===== src/rtl/lpiso_pkg.sv =====
package lpiso_pkg;

    // Synchronized control strobes, bundled so one synchronizer covers them.
    typedef struct packed {
        logic stor;
        logic shift;
        logic load_n;
        logic clear_n;
        logic ser;
    } ctrl_t;

    // Inactive levels used as the synchronizer reset value, so that no
    // spurious edge or load appears when reset is released.
    localparam ctrl_t CTRL_IDLE = '{stor: 1'b0, shift: 1'b0, load_n: 1'b1,
                                    clear_n: 1'b1, ser: 1'b0};

endpackage


===== src/rtl/lpiso_sync.sv =====
module lpiso_sync #(
    parameter int             W       = 1,
    parameter int             STAGES  = 2,
    parameter logic [W-1:0]   RST_VAL = '0
) (
    input  logic         clk,
    input  logic         rst,
    input  logic [W-1:0] d,
    output logic [W-1:0] q
);

    logic [W-1:0] pipe_d [STAGES];
    logic [W-1:0] pipe_q [STAGES];

    always_comb begin
        pipe_d[0] = d;
        for (int i = 1; i < STAGES; i++) begin
            pipe_d[i] = pipe_q[i-1];
        end
    end

    always_ff @(posedge clk) begin
        if (rst) begin
            for (int i = 0; i < STAGES; i++) begin
                pipe_q[i] <= RST_VAL;
            end
        end else begin
            for (int i = 0; i < STAGES; i++) begin
                pipe_q[i] <= pipe_d[i];
            end
        end
    end

    assign q = pipe_q[STAGES-1];

endmodule


===== src/rtl/lpiso_edge.sv =====
module lpiso_edge #(
    parameter int N = 2
) (
    input  logic         clk,
    input  logic         rst,
    input  logic [N-1:0] lvl,
    output logic [N-1:0] rise
);

    logic [N-1:0] prev_d;
    logic [N-1:0] prev_q;

    always_comb begin
        prev_d = lvl;
    end

    always_ff @(posedge clk) begin
        if (rst) prev_q <= '0;
        else     prev_q <= prev_d;
    end

    // One rising-edge detector per strobe.
    genvar g;
    generate
        for (g = 0; g < N; g++) begin : g_rise
            assign rise[g] = lvl[g] & ~prev_q[g];
        end
    endgenerate

endmodule


===== src/rtl/lpiso_store.sv =====
module lpiso_store #(
    parameter int W = 8
) (
    input  logic         clk,
    input  logic         rst,
    input  logic         cap,
    input  logic [W-1:0] din,
    output logic [W-1:0] q
);

    logic [W-1:0] hold_d;
    logic [W-1:0] hold_q;

    always_comb begin
        hold_d = hold_q;
        if (cap) hold_d = din;
    end

    always_ff @(posedge clk) begin
        if (rst) hold_q <= '0;
        else     hold_q <= hold_d;
    end

    assign q = hold_q;

endmodule


===== src/rtl/lpiso_shift.sv =====
module lpiso_shift #(
    parameter int W = 8
) (
    input  logic         clk,
    input  logic         rst,
    input  logic         load,
    input  logic         clr,
    input  logic         flow,
    input  logic         step,
    input  logic         ser,
    input  logic [W-1:0] par_new,
    input  logic [W-1:0] stor_q,
    output logic [W-1:0] q,
    output logic         err
);

    typedef struct packed {
        logic [W-1:0] sreg;
        logic         err;
    } state_t;

    state_t st_d;
    state_t st_q;

    // Priority: clear, then load (with flow-through), then shift.
    always_comb begin
        st_d = st_q;
        if (clr) begin
            st_d.sreg = '0;
            if (load) st_d.err = 1'b1;
        end else if (load) begin
            st_d.sreg = flow ? par_new : stor_q;
        end else if (step) begin
            st_d.sreg = {st_q.sreg[W-2:0], ser};
        end
    end

    always_ff @(posedge clk) begin
        if (rst) st_q <= '0;
        else     st_q <= st_d;
    end

    assign q   = st_q.sreg;
    assign err = st_q.err;

endmodule


===== src/rtl/latched_piso.sv =====
module latched_piso
    import lpiso_pkg::*;
#(
    parameter int W           = 8,
    parameter int SYNC_STAGES = 2
) (
    input  logic         clk,
    input  logic         rst,
    input  logic [W-1:0] par_in,
    input  logic         stor_clk,
    input  logic         shift_clk,
    input  logic         load_n,
    input  logic         clear_n,
    input  logic         ser_in,
    output logic         ser_out,
    output logic         bad_ctrl
);

    localparam int CW = $bits(ctrl_t);

    ctrl_t        ctrl_raw;
    ctrl_t        ctrl_s;
    logic [W-1:0] par_s;
    logic [1:0]   rise;
    logic         stor_rise;
    logic         shift_rise;
    logic         load_act;
    logic         clr_act;
    logic [W-1:0] stor_q;
    logic [W-1:0] sreg;

    always_comb begin
        ctrl_raw.stor    = stor_clk;
        ctrl_raw.shift   = shift_clk;
        ctrl_raw.load_n  = load_n;
        ctrl_raw.clear_n = clear_n;
        ctrl_raw.ser     = ser_in;
    end

    lpiso_sync #(.W(CW), .STAGES(SYNC_STAGES), .RST_VAL(CTRL_IDLE)) u_sync_ctrl (
        .clk (clk),
        .rst (rst),
        .d   (ctrl_raw),
        .q   (ctrl_s)
    );

    lpiso_sync #(.W(W), .STAGES(SYNC_STAGES), .RST_VAL('0)) u_sync_data (
        .clk (clk),
        .rst (rst),
        .d   (par_in),
        .q   (par_s)
    );

    lpiso_edge #(.N(2)) u_edge (
        .clk  (clk),
        .rst  (rst),
        .lvl  ({ctrl_s.stor, ctrl_s.shift}),
        .rise (rise)
    );

    assign stor_rise  = rise[1];
    assign shift_rise = rise[0];
    assign load_act   = ~ctrl_s.load_n;
    assign clr_act    = ~ctrl_s.clear_n;

    lpiso_store #(.W(W)) u_store (
        .clk (clk),
        .rst (rst),
        .cap (stor_rise),
        .din (par_s),
        .q   (stor_q)
    );

    lpiso_shift #(.W(W)) u_shift (
        .clk     (clk),
        .rst     (rst),
        .load    (load_act),
        .clr     (clr_act),
        .flow    (stor_rise),
        .step    (shift_rise),
        .ser     (ctrl_s.ser),
        .par_new (par_s),
        .stor_q  (stor_q),
        .q       (sreg),
        .err     (bad_ctrl)
    );

    assign ser_out = sreg[W-1];

endmodule


===== config.mk =====
export PLATFORM = sky130hd
export DESIGN_NAME = latched_piso
export DESIGN_NICKNAME = d
export VERILOG_FILES = /design/src/rtl/lpiso_pkg.sv /design/src/rtl/lpiso_sync.sv /design/src/rtl/lpiso_edge.sv /design/src/rtl/lpiso_store.sv /design/src/rtl/lpiso_shift.sv /design/src/rtl/latched_piso.sv
export SDC_FILE = /design/constraint.sdc
export NUM_CORES = 1
export LEC_CHECK = 0
export BUFFER_PORTS_ARGS = -buffer_cell sky130_fd_sc_hd__buf_2
export CORE_MARGIN = 2
export CORE_UTILIZATION = 58
export CTS_CLUSTER_DIAMETER = 50
export DETAILED_ROUTE_END_ITERATION = 6
export PLACE_DENSITY = 0.8
export SLEW_MARGIN = 20
export SYNTH_ARGS = -nofsm -noshare
export SYNTH_HDL_FRONTEND = slang
export SYNTH_SLANG_ARGS = --single-unit

===== constraint.sdc =====
create_clock -name clk -period 1.78 [get_ports clk]
set_clock_uncertainty 0.1 [all_clocks]
set_input_delay 0.178 -clock clk [delete_from_list [all_inputs] [get_ports clk]]
set_output_delay 0.178 -clock clk [all_outputs]
set_load 0.02 [all_outputs]

; ---- Word-level counts from Yosys, hierarchy flattened
; Memory sizes are Yosys's and may differ from the RTL's.
; Cells that the tools add are included.
[totals]
reg_bits = 19
mem_bits_rw = 26
word_cells = 29
n_memories = 2
[op_classes]
n_eq_ne = 1
muxes = 10
bitwise_logic = 10
reduce_logical = 2
[mem_list]
columns = memory, depth, word_bits, read_ports, rd_clocked_by_memory_dff, wr, line_no
row1 = u_sync_data.pipe_q, 2, 8, 2, 0, 2, lpiso_sync.sv:13  ; logic [W-1:0] pipe_q [STAGES];
row2 = u_sync_ctrl.pipe_q, 2, 5, 2, 0, 2, lpiso_sync.sv:13
[ops]
columns = op, n
row1 = $mux 8, 5
row2 = $mux 5, 2
row3 = $not 1->1, 4
row4 = $or 1x1->1, 4
row5 = $mux 1, 3
row6 = $and 1x1->1, 2
row7 = $ne 2x1->1 const B, 1
row8 = $reduce_and 2->1, 1
row9 = $reduce_or 2->1, 1

; ---- Depth between registers and ports, before layout
[depth]
depth_word = 4
depth_mapped = 4
ltp_nobuf = 3

; ---- Modules after synthesis
; Synthesis repeated with hierarchy kept, for this count alone.
[unflattened]
cells_unflattened = 128
hier_area_um2 = 1522.7
[by_module_without_submodules]
columns = module, instances, cells_per_inst, area_each_um2, seq_area_each_um2
row1 = lpiso_sync at u_sync_data, 1, 33, 464.2, 320.3
row2 = lpiso_shift, 1, 41, 432.9, 180.2
row3 = lpiso_store, 1, 26, 285.3, 160.2
row4 = lpiso_sync at u_sync_ctrl, 1, 20, 262.8, 200.2
row5 = lpiso_edge, 1, 6, 70.1, 40.0
row6 = latched_piso, 1, 2, 7.5, 0.0

; ---- Worst setup path before layout
; OpenSTA, ideal clock, no wires.
[synth_path]
path_kind = register -> register
from = memory u_sync_ctrl.pipe_q[0][7] (netlist name)
to = register u_shift.st_q (netlist bit u_shift.q[4])
setup_time_ns = 0.079
arrival_ns = 0.939
path_slack_ns = 0.662
path_stages_with_launch = 4
n_path_buf = 1
period_less_slack_ns = 1.118
cell_sequence = dfxtp_1 > or3b_1 > buf_6 > o22ai_1
[synth_rtl]
columns = item, line_no
row1 = "start, declared", lpiso_sync.sv:13
row2 = "end signal, assigned", lpiso_shift.sv:40  ; else st_q <= st_d;
row3 = "end, declared", lpiso_shift.sv:23  ; state_t st_q;

; ---- Worst setup path after layout
[layout_path]
from = register u_edge.prev_q[1]
to = register u_shift.st_q (netlist bit u_shift.q[7])
[layout_between]
elab_chain_len = 4
[layout_rtl]
columns = item, line_no
row1 = "start, declared", lpiso_edge.sv:11  ; logic [N-1:0] prev_q;
row2 = "start signal, assigned", lpiso_edge.sv:19  ; else prev_q <= prev_d;
row3 = $not 1->1, lpiso_edge.sv:26  ; assign rise[g] = lvl[g] & ~prev_q[g];
row4 = $and 1x1->1, lpiso_edge.sv:26
row5 = $mux 8, -
row6 = $mux 8, lpiso_shift.sv:31  ; end else if (load) begin
; No other way between the ends.
; A chain may end at the register's enable or synchronous reset.

==> impl_metrics.csv <==
group,metric,value,unit
worst_setup_path,rr_startpoint,"u_edge.prev_q[1]",
timing,report.final.hold_viol_count,0,
detailed_routing,dr_total_vias,866,
timing,part_of_the_cycle_the_worst_path_needs,0.7730,
pwr,p_sw,333.9,µW
run,max-cap-violations,0,
worst_setup_path,cp-start-kind,"flop",
worst_setup_path,worst_reg2reg_path_endpoint,"u_shift.q[7]",
synthesis,synth.yosys.warnings,0,
pwr,power.sequential.fraction,0.660,
clocking,cts_bufs_inserted,5,
timing,fin_crit,1376,ps
min_path,hold_path_end,"u_store.q[4]",
detailed_routing,remaining_drc_errors,0,
timing,rsz0062_at_grt,"no",
cells_and_area,share_of_cells_above_drive_strength_1,0.1467,
floorplanning,row_count,17,
synthesis,ys_ff_latch,45,
worst_setup_path,worstPathRequired,1910,ps
clocking,clock_root_buffer,"clkbuf_4",
pwr,power.switching_fraction,0.2106,
floorplanning,dieWidth,53.20,µm
floorplanning,die_footprint,2830,µm²
timing,maxSlewHeadroom,0.6626,
worst_setup_path,worst_ep_arrival_time,1500,ps
synthesis,syn_inst,119,
pwr,cellLeakagePower,0.7512,nW
min_path,hold_path_cell_cnt,2,
timing,hold-worst-slack,44.05,ps
timing,slew_violations,0,
worst_setup_path,crit_path_max_fanout,8,
min_path,timing.hold.worst.start,"rst",
synthesis,post_synth_instance_area,1404,µm²
cells_and_area,nNetsFinal,164,
clocking,post-cts-setup-buffer-count,0,
clocking,cts_max_level,2,
global_route,grt_pass1_wl,3.387,mm
global_route,initial_antenna_violation_count,0,
global_route,grt.overflow.total,0,
place,dp_hpwl,1.337,mm
pwr,max-vdd-ir-drop,0.7421,mV
timing,worst_pin_slew,506.0,ps
worst_setup_path,setup.reg_to_reg.worst_slack,400,ps
pwr,intPower,1.252,mW
synthesis,synth_area_per_cell,11.80,µm²
worst_setup_path,crit_slowest_cell,"nand2b_1",
worst_setup_path,path_cells,"nand2b_1 -> mux2i_1 -> o22ai_1",
global_route,grt_start_max_net_pins,29,
timing,setup_viol,0,
place,io_buffers,16,
clocking,clk_transition_reported_paths,110,ps
floorplanning,io_pins,17,
worst_setup_path,timing.critical_path.to_type,"flop",
pwr,combinationalPowerShare,0.060,
clocking,max-clock-path-buffers,2,
worst_setup_path,critical_path.n_buffers_inverters,0,
detailed_routing,drt_iter0_markers,8,
worst_setup_path,ff2ff_path_depth,3,
run_status,run_status,"complete, no violations",
detailed_routing,route.detailed.wl_per_inst,11.73,µm
synthesis,syn-num-nets,134,
global_route,track_usage,0.1776,
worst_setup_path,cpPeakStageDelay,410,ps
synthesis,synth.yosys.seq_area_share,0.6417,
floorplanning,initial_core_util,0.6226,
floorplanning,core-area,2255,µm²
detailed_routing,vias_per_cell,4.865,
clocking,tritoncts_clock_tree,"built",
cells_and_area,synthToLayoutAreaGrowth,18.09,%
clocking,clkSinkCount,45,
floorplanning,die_h,53.20,µm
global_route,via_count_of_the_first_global_routing_pass,831,
detailed_routing,detail_route.wirelength,2.088,mm
detailed_routing,first_pass_iters,4,
timing,fin_setup_tns,0,ps
pwr,power_per_cell_area,956.7,nW/µm²
clocking,insertion_delay,340,ps
worst_setup_path,path_class,"reg -> reg",
pwr,clockPowerShare,0.280,
timing,fmax,726.8,MHz
min_path,min_delay_path_class,"in -> reg",
worst_setup_path,critical_path.top_delay_family,"simple AND/OR/NAND/NOR gates",
synthesis,ys_types,13,
cells_and_area,antenna_cells_inserted,0,
place,gpl.final_weighted_congestion,0.7164,
detailed_routing,detail-route-antenna-nets,0,
==> repair_timing <==
| item | CTS | global route |
|---|---|---|
| endpoints found under the hold margin | 13 | 0 |
| hold buffers | 13 | 0 |
| resized for setup | 0 | 0 |
==> power groups by stage <==
stage / clock network (mW) / logic, mW / registers (mW)
finish: 0.444 / 0.0954 / 1.05
global route: 0.500 / 0.105 / 1.05
CTS: 0.459 / 0.0956 / 1.05
detailed placement: 0 / 0.0738 / 1.07
global placement: 0 / 0.0718 / 1.07
floorplan: 0 / 0.0554 / 1.07
==> cell type report <==
type / instances / area [µm²]
fillers: 180 / 596.8
flip-flops and latches: 45 / 900.9
multi-input cells: 67 / 455.4
well taps: 28 / 35.03
clock buffers: 8 / 48.80
repair buffers: 30 / 217.7
==> how the worst max path moves through the flow <==
stage / start / to / slack (ps) / depth (start not counted)
2_1_floorplan: u_sync_ctrl.pipe_q[0][7] / u_shift.q[4] / 660 / 3
3_3_place_gp: u_edge.prev_q[1] / u_shift.q[3] / 460 / 3
3_5_place_dp: u_edge.prev_q[1] / u_shift.q[7] / 420 / 3
4_1_cts: u_edge.prev_q[1] / u_shift.q[2] / 400 / 3
5_1_grt: u_edge.prev_q[1] / u_shift.q[5] / 310 / 3
6_report: u_edge.prev_q[1] / u_shift.q[7] / 400 / 3
==> routing by layer <==
metal	up-vias	share of wire	global-route usage
li1	450	-	-
met2	15	0.52	0.3250
met3	3	0.048	0.08475
met4	0	0.016	0.07692
met5	-	0	0
met1	398	0.42	0.1652
==> kinds of logic (layout without fill, tap and decap cells) <==
logic type,after synthesis,count (layout),share of synthesized area
buffers and inverters,7,38,0.03386
AND/OR/NAND/NOR,43,43,0.1747
AO/OA/AOI/OAI,8,8,0.03565
multiplexers,16,16,0.1141
flip-flops,45,45,0.6417
==> cells in the final DEF (no fill, tap or decap) <==
| cell | instances |
|---|---|
| clkbuf_4 | 5 |
| nand2b_1 | 2 |
| clkbuf_1 | 3 |
| o22ai_1 | 8 |
| buf_4 | 1 |
| nand3b_1 | 1 |
| or3b_1 | 1 |
| dlygate4sd3_1 | 13 |
| buf_2 | 16 |
| mux2i_1 | 16 |
| dfxtp_1 | 45 |
| nor2b_1 | 24 |
| or2_1 | 4 |
| nor2_1 | 11 |
==> sequential cells by signal (all words and copies together), names as in the netlist <==
register,flops
u_sync_data.pipe_q,16
u_shift.err,1
u_edge.prev_q,2
u_store.q,8
u_shift.q,8
u_sync_ctrl.pipe_q,10
==> Yosys cell counts <==
| cell type | n | share of area |
|---|---|---|
| dfxtp_1 | 45 | 0.64 |
| nor2b_1 | 24 | 0.11 |
| mux2i_1 | 16 | 0.11 |
| nor2_1 | 11 | 0.029 |
| o22ai_1 | 8 | 0.036 |
| or2_1 | 4 | 0.018 |
| buf_4 | 3 | 0.016 |
| buf_2 | 2 | 0.0071 |
| nand2b_1 | 2 | 0.0089 |
| buf_6 | 1 | 0.0080 |
| clkbuf_1 | 1 | 0.0027 |
| nand3b_1 | 1 | 0.0053 |
| or3b_1 | 1 | 0.0062 |
==> worst register-to-register path, cell delays in order (launching register included) <==
cell      delay (ps)
dfxtp_1          320
nand2b_1         410
mux2i_1          320
o22ai_1          110
==> metrics by stage <==
stage,instances,worst slack (ps),area [µm²],power (mW),utilization
floorplan,119,662.4,1404,1.123,-
global placement,157,457.8,1479,1.140,0.6559
detailed placement,157,417.2,1479,1.144,0.6559
CTS,178,400.3,1658,1.601,0.7353
global route,178,314.3,1658,1.656,0.7353
finish,178,404.1,1658,1.586,0.7353
Note: power is estimated with default switching activity, not from simulation.
